<file path="config.mk">
export PLATFORM = sky130hd
export DESIGN_NAME = host_snoop_ctrl
export DESIGN_NICKNAME = d
export VERILOG_FILES = /design/src/rtl/snp_pkg.sv /design/src/rtl/snp_lock_guard.sv /design/src/rtl/snp_beat_count.sv /design/src/rtl/snp_seq_fsm.sv /design/src/rtl/host_snoop_ctrl.sv
export SDC_FILE = /design/constraint.sdc
export NUM_CORES = 1
export LEC_CHECK = 0
export ABC_AREA = 1
export CAP_MARGIN = 40
export CORE_UTILIZATION = 30
export CTS_CLUSTER_DIAMETER = 40
export DETAILED_ROUTE_END_ITERATION = 7
export PLACE_DENSITY = 0.63
export RECOVER_POWER = 100
export SLEW_MARGIN = 10
export SYNTH_ARGS = -nofsm -noshare
export SYNTH_HDL_FRONTEND = slang
export SYNTH_SLANG_ARGS = --single-unit
</file>
<file path="constraint.sdc">
create_clock -name clk -period 1.7 [get_ports clk]
set_input_delay 0.17 -clock clk [delete_from_list [all_inputs] [get_ports clk]]
set_output_delay 0.17 -clock clk [all_outputs]
set_load 0.1 [all_outputs]
</file>
<file path="src/rtl/snp_pkg.sv">
package snp_pkg;
  typedef enum logic [2:0] {
    ST_IDLE,
    ST_HOLD,
    ST_PROBE,
    ST_GAP,
    ST_SAMPLE,
    ST_WBWAIT,
    ST_GRANT,
    ST_XFER
  } snp_state_e;
endpackage

</file>
<file path="src/rtl/snp_lock_guard.sv">
module snp_lock_guard (
  input  logic clk,
  input  logic rst_n,
  input  logic cpu_ads,
  input  logic cpu_lock,
  output logic lock_block
);
  logic lk_q;

  always_ff @(posedge clk) begin
    if (!rst_n)        lk_q <= 1'b0;
    else if (!cpu_lock) lk_q <= 1'b0;
    else if (cpu_ads)   lk_q <= 1'b1;
  end

  // blocking starts in the strobe cycle itself and ends as soon as lock drops
  assign lock_block = cpu_lock & (lk_q | cpu_ads);
endmodule

</file>
<file path="src/rtl/snp_beat_count.sv">
module snp_beat_count #(
  parameter int LEN_W = 4
) (
  input  logic             clk,
  input  logic             rst_n,
  input  logic             load,
  input  logic [LEN_W-1:0] len,
  input  logic             en,
  input  logic             beat,
  output logic             done
);
  localparam int CNT_W = LEN_W;

  logic [CNT_W-1:0] cnt_q;
  logic [LEN_W-1:0] len_q;

  always_ff @(posedge clk) begin
    if (!rst_n) begin
      cnt_q <= '0;
      len_q <= '0;
    end else if (load) begin
      cnt_q <= '0;
      len_q <= len;
    end else if (en && beat) begin
      cnt_q <= cnt_q + 1'b1;
    end
  end

  assign done = en & beat & (cnt_q == len_q);
endmodule

</file>
<file path="src/rtl/snp_seq_fsm.sv">
module snp_seq_fsm
  import snp_pkg::*;
(
  input  logic clk,
  input  logic rst_n,
  input  logic accept,
  input  logic req_write,
  input  logic req_peer,
  input  logic cpu_hitm,
  input  logic wb_done,
  input  logic cpu_busy,
  input  logic burst_done,
  output logic idle,
  output logic dram_busy,
  output logic eads,
  output logic inv_hint,
  output logic boff,
  output logic grant,
  output logic xfer_en
);
  snp_state_e state_q, state_d;
  logic       peer_q;
  logic       wr_q;

  always_ff @(posedge clk) begin
    if (!rst_n) begin
      state_q <= ST_IDLE;
      peer_q  <= 1'b0;
      wr_q    <= 1'b0;
    end else begin
      state_q <= state_d;
      if (accept) begin
        peer_q <= req_peer;
        wr_q   <= req_write;
      end
    end
  end

  always_comb begin
    state_d = state_q;
    case (state_q)
      ST_IDLE:   if (accept) state_d = req_peer ? ST_GRANT : ST_HOLD;
      ST_HOLD:   state_d = ST_PROBE;
      ST_PROBE:  state_d = ST_GAP;
      ST_GAP:    state_d = ST_SAMPLE;
      ST_SAMPLE: state_d = cpu_hitm ? ST_WBWAIT : ST_GRANT;
      ST_WBWAIT: if (wb_done) state_d = ST_GRANT;
      ST_GRANT:  state_d = ST_XFER;
      ST_XFER:   if (burst_done) state_d = ST_IDLE;
      default:   state_d = ST_IDLE;
    endcase
  end

  assign idle      = (state_q == ST_IDLE);
  assign dram_busy = !idle && !peer_q;
  assign eads      = (state_q == ST_PROBE);
  assign inv_hint  = eads & wr_q;
  assign boff      = (state_q == ST_HOLD) & cpu_busy;
  assign grant     = (state_q == ST_GRANT);
  assign xfer_en   = (state_q == ST_XFER);
endmodule

</file>
<file path="src/rtl/host_snoop_ctrl.sv">
module host_snoop_ctrl #(
  parameter int LEN_W = 4
) (
  input  logic             clk,
  input  logic             rst_n,
  input  logic             req_valid,
  output logic             req_ready,
  input  logic             req_write,
  input  logic [LEN_W-1:0] req_len,
  input  logic             req_peer,
  output logic             grant,
  input  logic             pci_beat,
  input  logic             bridge_hold,
  input  logic             cpu_ads,
  input  logic             cpu_lock,
  input  logic             cpu_busy,
  input  logic             cpu_hitm,
  input  logic             wb_done,
  output logic             ahold,
  output logic             eads,
  output logic             boff,
  output logic             inv_hint
);
  logic lock_block;
  logic accept;
  logic idle;
  logic dram_busy;
  logic xfer_en;
  logic burst_done;

  snp_lock_guard lock_i (
    .clk        (clk),
    .rst_n      (rst_n),
    .cpu_ads    (cpu_ads),
    .cpu_lock   (cpu_lock),
    .lock_block (lock_block)
  );

  assign req_ready = idle & ~lock_block & ~bridge_hold;
  assign accept    = req_valid & req_ready;

  snp_beat_count #(.LEN_W(LEN_W)) beats_i (
    .clk   (clk),
    .rst_n (rst_n),
    .load  (accept),
    .len   (req_len),
    .en    (xfer_en),
    .beat  (pci_beat),
    .done  (burst_done)
  );

  snp_seq_fsm fsm_i (
    .clk        (clk),
    .rst_n      (rst_n),
    .accept     (accept),
    .req_write  (req_write),
    .req_peer   (req_peer),
    .cpu_hitm   (cpu_hitm),
    .wb_done    (wb_done),
    .cpu_busy   (cpu_busy),
    .burst_done (burst_done),
    .idle       (idle),
    .dram_busy  (dram_busy),
    .eads       (eads),
    .inv_hint   (inv_hint),
    .boff       (boff),
    .grant      (grant),
    .xfer_en    (xfer_en)
  );

  assign ahold = dram_busy | bridge_hold;
endmodule

</file>
Word-level counts from Yosys, hierarchy flattened

Index checks and enable logic that the tools add are counted.

Register bits: 14
Bits in latches: 0
Bits in writable memories: 0
ROM bits: 0
Input port bits: 16
Output and inout port bits: 6
Memories kept: 0

Add/sub/neg operators: 1
$mul: 0
Div/mod/pow operators: 0
$lt $le $gt $ge: 0
Equality and inequality tests: 11
Shifts and indexed selects: 0
Mux-type cells: 6
Bitwise operators: 13
Reductions and logical operators: 8

Operators with widths:

| kind                                           | count |
|---|---|
| case mux 3 bit (8 select lines)                | 1 |
| == test 3 bit (second input constant)          | 4 |
| two-way mux 3 bit                              | 4 |
| AND 1 bit                                      | 8 |
| == test 3 x 2 -> 1 bit (second input constant) | 2 |
| != test 2 bit (second input constant)          | 3 |
| adder 4 x 1 -> 4 bit (second input constant)   | 1 |
| == test 4 bit                                  | 1 |
| == test 3 x 1 -> 1 bit (second input constant) | 1 |
| zero test 3 bit                                | 1 |
| inverter 1 bit                                 | 3 |
| AND reduction 3 bit                            | 1 |
| logical AND 1 bit                              | 2 |
| zero test 1 bit                                | 2 |
| two-way mux 2 bit                              | 1 |
| bitwise OR 1 bit                               | 2 |
| AND reduction 2 bit                            | 1 |
| OR reduction 2 bit                             | 1 |

Longest topological paths before layout

Word-level depth: 8
Depth in mapped cells: 9
Depth with buffers taken out: 9

Hierarchy

From an unflattened synthesis, not the netlist that was laid out.

Cell total of the unflattened synthesis: 129
Area total of the unflattened synthesis: 835.8 um2

Modules (own cells, without submodules):

| module          | instances | cells an instance | area each (um2) |
|---|---|---|---|
| snp_beat_count  | 1         | 59                | 409.1 |
| snp_seq_fsm     | 1         | 57                | 350.3 |
| snp_lock_guard  | 1         | 6                 | 38.8 |
| host_snoop_ctrl | 1         | 7                 | 37.5 |

Worst setup path after synthesis

OpenSTA, ideal clock, no wires.

Path kind: register -> output
Start: register fsm_i.state_q[2]
End: output ahold
Arrival time: 2.684 ns
Required time: 1.530 ns
Setup slack: -1.154 ns
Stages on the path, launching flop included: 5
Buffers on the path: 0
Path through: dfxtp_1 > inv_4 > nand3_1 > inv_1 > o21ai_0

Longest elaborated chain between the ends: 4

RTL lines:

| what                   | line                  | RTL |
|---|---|---|
| start, declared        | snp_seq_fsm.sv:21     | `snp_state_e state_q, state_d;` |
| start signal, assigned | snp_seq_fsm.sv:31     | `state_q <= state_d;` |
| zero test 3 bit        | snp_seq_fsm.sv:54     | `assign idle = (state_q == ST_IDLE);` |
| zero test 1 bit        | snp_seq_fsm.sv:55     | `assign dram_busy = !idle && !peer_q;` |
| logical AND 1 bit      | snp_seq_fsm.sv:55     |  |
| bitwise OR 1 bit       | host_snoop_ctrl.sv:71 | `assign ahold = dram_busy \| bridge_hold;` |
| end, declared          | host_snoop_ctrl.sv:19 | `output logic ahold,` |

No other way between the ends.

Worst setup path in the final report

Start: register fsm_i.state_q[2]
End: output req_ready

Longest elaborated chain between the ends: 3

RTL lines:

| what                    | line                  | RTL |
|---|---|---|
| zero test 3 bit         | snp_seq_fsm.sv:54     |  |
| AND 1 bit (2 in series) | host_snoop_ctrl.sv:39 | `assign req_ready = idle & ~lock_block & ~bridge_hold;` |
| end, declared           | host_snoop_ctrl.sv:7  | `output logic req_ready,` |

No other way between the ends.

==> flow_metrics.py <==
metrics = {
    "synth": {
        "synth_nets": 128,
        "syn_area_cell_um2": 6.71,
        "ys_seq_area_share_pct": 37.6,
        "multiplexer_share_of_the_synthesized_area_pct": 0,
        "synth_largest_area_cell": "sky130_fd_sc_hd__dfxtp_1",
        "synth_xor_xnor_area_share_pct": 2.35,
        "synth_cell_count_leaders": "sky130_fd_sc_hd__nor2_1, sky130_fd_sc_hd__nand2_1, sky130_fd_sc_hd__dfxtp_1, sky130_fd_sc_hd__inv_1, sky130_fd_sc_hd__o21ai_0",
        "synthMostInstantiatedCell": "sky130_fd_sc_hd__nor2_1",
        "postSynthRegisterBits": 14,
        "synth_enable_flop_cells": 0,
        "adder_and_majority_cell_fraction_of_the_synthesized_area_pct": 1.68,
        "synth_top_family_by_area": "simple AND/OR/NAND/NOR gates",
        "synth.area.top_cells": "sky130_fd_sc_hd__dfxtp_1, sky130_fd_sc_hd__nor2_1, sky130_fd_sc_hd__nand2_1",
        "yosys_warnings": 0,
        "synthSimpleGateAreaFrac_pct": 37.8,
        "distinct_cells_synth": 22,
        "leading_register_cell_type_out_of_synthesis": "sky130_fd_sc_hd__dfxtp_1",
        "async_reset_ff_share_pct": 0,
        "synth_compound_gate_area_share_pct": 12.1,
        "synth_top_area_share_pct": 37.6,
        "netlist_instances": 111,
        "post_synth_instance_area_um2": 744,
    },
    "setup_path": {
        "timing.critical_path.max_delay_family": "buffers and inverters",
        "critical_path.slowest_cell": "sky130_fd_sc_hd__dfxtp_1",
        "cp_cell_sequence": "inv_4 -> nand3_1 -> inv_2 -> nand2_1 -> nor2_4 -> buf_12",
        "critPathMaxStageDelay_ns": 0.35,
        "reg2reg_from": "fsm_i.state_q[2]",
        "cp-end-kind": "primary output",
        "critical_path_peak_fanout": 8,
        "critical_path.startpoint_type": "flop",
        "crit_type": "flop to primary output",
        "cp.arrival_ns": 1.42,
        "cp_data_required_time_ns": 1.53,
        "setup.worst_path.start": "fsm_i.state_q[2]",
        "cp.buffers_inverters": 3,
    },
    "sta": {
        "max_slew_margin_pct": 63.8,
        "setup_repair_after_global_routing_missed_its_margin": "no",
        "finalSetupViolations": 0,
        "final_max_slew_viol_count": 0,
        "maxClockFrequency_mhz": 631,
        "final_min_period_over_clock_period_pct": 93.3,
        "post-route-worst-setup-slack_ns": 0.114,
        "period_needed_ns": 1.59,
        "fin_worst_skew_ns": 0.00263,
        "timing.final.hold_violations": 0,
        "fin_hold_ws_ns": 0.478,
        "timing_worst_slew_pin_value_ns": 0.546,
    },
    "route": {
        "drc": 0,
        "finalWirelength_um": 1630,
        "detail_route.wl_per_cell_um": 9.94,
        "number_of_search_and_repair_iterations_in_the_first_detailed_routing_pass": 4,
        "drt-vias-per-instance": 4.54,
        "first_iter_violations": 13,
        "vias": 744,
        "final_antenna_net_count": 0,
    },
    "global_routing": {
        "pin_count_of_the_biggest_net_entering_global_routing": 11,
        "first_global_vias": 677,
        "grt_usage_pct": 14.0,
        "global_route_wire_length_before_repair_um": 2770,
        "antenna_found_initial": 0,
        "global_route.overflow_total": 0,
    },
    "power_and_ir_drop": {
        "power.share.combinational_pct": 55.6,
        "p_clk_share_pct": 16.4,
        "powerDensity_nw_per_um2": 1460,
        "power_switching_mw": 0.750,
        "vdd_drop_max_v": 0.000736,
        "internal_power_mw": 0.780,
        "sequential_power_share_pct": 28.1,
        "static-leakage-power_nw": 0.472,
        "power.share.switching_pct": 49.0,
    },
    "min_path": {
        "worst_hold_path_type": "flop to flop",
        "min_from": "beats_i.len_q[1]",
    },
    "floorplan": {
        "height_of_the_chip_um": 51.8,
        "row_count": 17,
        "die_area_um2": 2680,
        "chipWidth_um": 51.8,
        "coreArea_um2": 2280,
        "top_level_ports": 22,
        "start_util_pct": 32.7,
    },
    "cts": {
        "post_cts_buffers": 0,
        "htree_levels": 1,
        "clk_latency_ns": 0.29,
        "cts.sink_count": 14,
        "cts_tree": "done",
        "clk_root_buffer_cell": "sky130_fd_sc_hd__clkbuf_4",
        "max-clock-path-buffers": 2,
        "clkSlewWorstSetupHoldPaths_ns": 0.09,
        "cts_buffers": 3,
    },
    "placement": {
        "pre_cts_ws_ns": 0.0374,
        "placement.io_buffers": 21,
        "place.detailed.hpwl_um": 1300,
        "place.gp.congestion": 0.797,
    },
    "status": {
        "status": "finished clean",
    },
    "cells_and_area": {
        "antenna_cells": 0,
        "post_route_cells_drive_above_1_share_pct": 16.2,
        "area_growth_pct": 40.5,
        "num-nets-final": 154,
    },
    "job": {
        "drv_cap": 0,
    },
}
==> worst paths after layout <==
kind                           end  slack, ns  cells past startpoint
setup / recovery         req_ready       0.11                      6
setup reg to reg  beats_i.len_q[2]       0.32                      8
hold reg to reg   beats_i.len_q[1]       0.48                      2
hold / removal    beats_i.len_q[1]       0.48                      2
==> worst reg2reg max path: cells and delay by family (launching register included) <==
family	cells	cell delay, ns
flip-flops	1	0.35
AND/OR/NAND/NOR	5	0.54
AO/OA/AOI/OAI	1	0.18
buffers and inverters	2	0.20
==> stage by stage <==
| step | std cells | setup TNS, ns | instance area (um2) | util, % | power [mW] |
|---|---|---|---|---|---|
| after floorplan | 111 | -1.02 | 757 | - | 1.06 |
| after global placement | 160 | 0 | 1060 | 46.7 | 1.34 |
| after detailed placement | 160 | 0 | 1060 | 46.7 | 1.35 |
| after CTS | 164 | 0 | 1100 | 48.3 | 1.60 |
| after global routing | 164 | 0 | 1050 | 46.0 | 1.64 |
| final | 164 | 0 | 1050 | 46.0 | 1.53 |
==> layout make-up <==
class | count | area [um2]
clock buffers | 4 | 36.3
fillers | 223 | 1230
inverters | 16 | 62.6
multi-input cells | 81 | 414
flip-flops and latches | 14 | 280
well taps | 28 | 35.0
repair buffers | 21 | 218
==> registers in the layout (all words and copies together), names as in the netlist <==
register and count:
beats_i.cnt_q 4, beats_i.len_q 4, fsm_i.peer_q 1, fsm_i.state_q 3, fsm_i.wr_q 1, lock_i.lk_q 1
==> power groups by stage <==
stage	registers [mW]	clock network [mW]	logic, mW
2_1_floorplan	0.431	0	0.633
3_5_place_dp	0.439	0	0.913
5_1_grt	0.437	0.263	0.944
3_3_place_gp	0.439	0	0.906
6_report	0.430	0.251	0.850
4_1_cts	0.430	0.257	0.917
==> placed cells by master, fill, tap and decap left out <==
cell type / synthesis / layout
sky130_fd_sc_hd__nor2_1: 24 / 23
sky130_fd_sc_hd__nand2_1: 19 / 19
sky130_fd_sc_hd__dfxtp_1: 14 / 14
sky130_fd_sc_hd__clkdlybuf4s50_1: 0 / 14
sky130_fd_sc_hd__inv_1: 14 / 13
sky130_fd_sc_hd__o21ai_0: 11 / 9
sky130_fd_sc_hd__clkbuf_4: 0 / 6
sky130_fd_sc_hd__a21oi_1: 4 / 4
sky130_fd_sc_hd__nand3_1: 3 / 3
sky130_fd_sc_hd__nor3_1: 3 / 3
sky130_fd_sc_hd__inv_2: 1 / 2
sky130_fd_sc_hd__o21ai_1: 0 / 2
sky130_fd_sc_hd__nand2_2: 3 / 2
sky130_fd_sc_hd__or2_2: 2 / 2
sky130_fd_sc_hd__xor2_1: 2 / 2
sky130_fd_sc_hd__nand3b_1: 2 / 2
sky130_fd_sc_hd__buf_12: 0 / 2
sky130_fd_sc_hd__inv_4: 1 / 1
sky130_fd_sc_hd__nor2_4: 0 / 1
sky130_fd_sc_hd__and3_1: 1 / 1
sky130_fd_sc_hd__nor2_2: 1 / 1
sky130_fd_sc_hd__nor3b_4: 1 / 1
sky130_fd_sc_hd__nand2_4: 0 / 1
sky130_fd_sc_hd__a31oi_1: 1 / 1
sky130_fd_sc_hd__nand4_1: 1 / 1
sky130_fd_sc_hd__or2_0: 1 / 1
sky130_fd_sc_hd__a21oi_2: 1 / 1
sky130_fd_sc_hd__ha_1: 1 / 1
sky130_fd_sc_hd__clkbuf_8: 0 / 1
sky130_fd_sc_hd__dlygate4sd3_1: 0 / 1
sky130_fd_sc_hd__clkbuf_2: 0 / 1
==> per-layer routing <==
metal	track usage, %	wire length (um)
met2	20.6	686
met1	20.0	853
met5	0	0
met4	6.76	36
met3	1.75	54
==> what timing repair did <==
item	4_1_cts	5_1_grt
gates resized for setup	0	2
hold buffers	0	0
endpoints found under the setup margin	0	1
==> cells by family (layout without fill, tap and decap cells) <==
logic type | after synthesis | count (layout)
buffers and inverters | 16 | 41
flip-flops | 14 | 14
AO/OA/AOI/OAI | 17 | 17
XOR/XNOR | 2 | 2
adder cells (fa/ha/maj) | 1 | 1
AND/OR/NAND/NOR | 61 | 61
(Power assumes the default switching activity.)
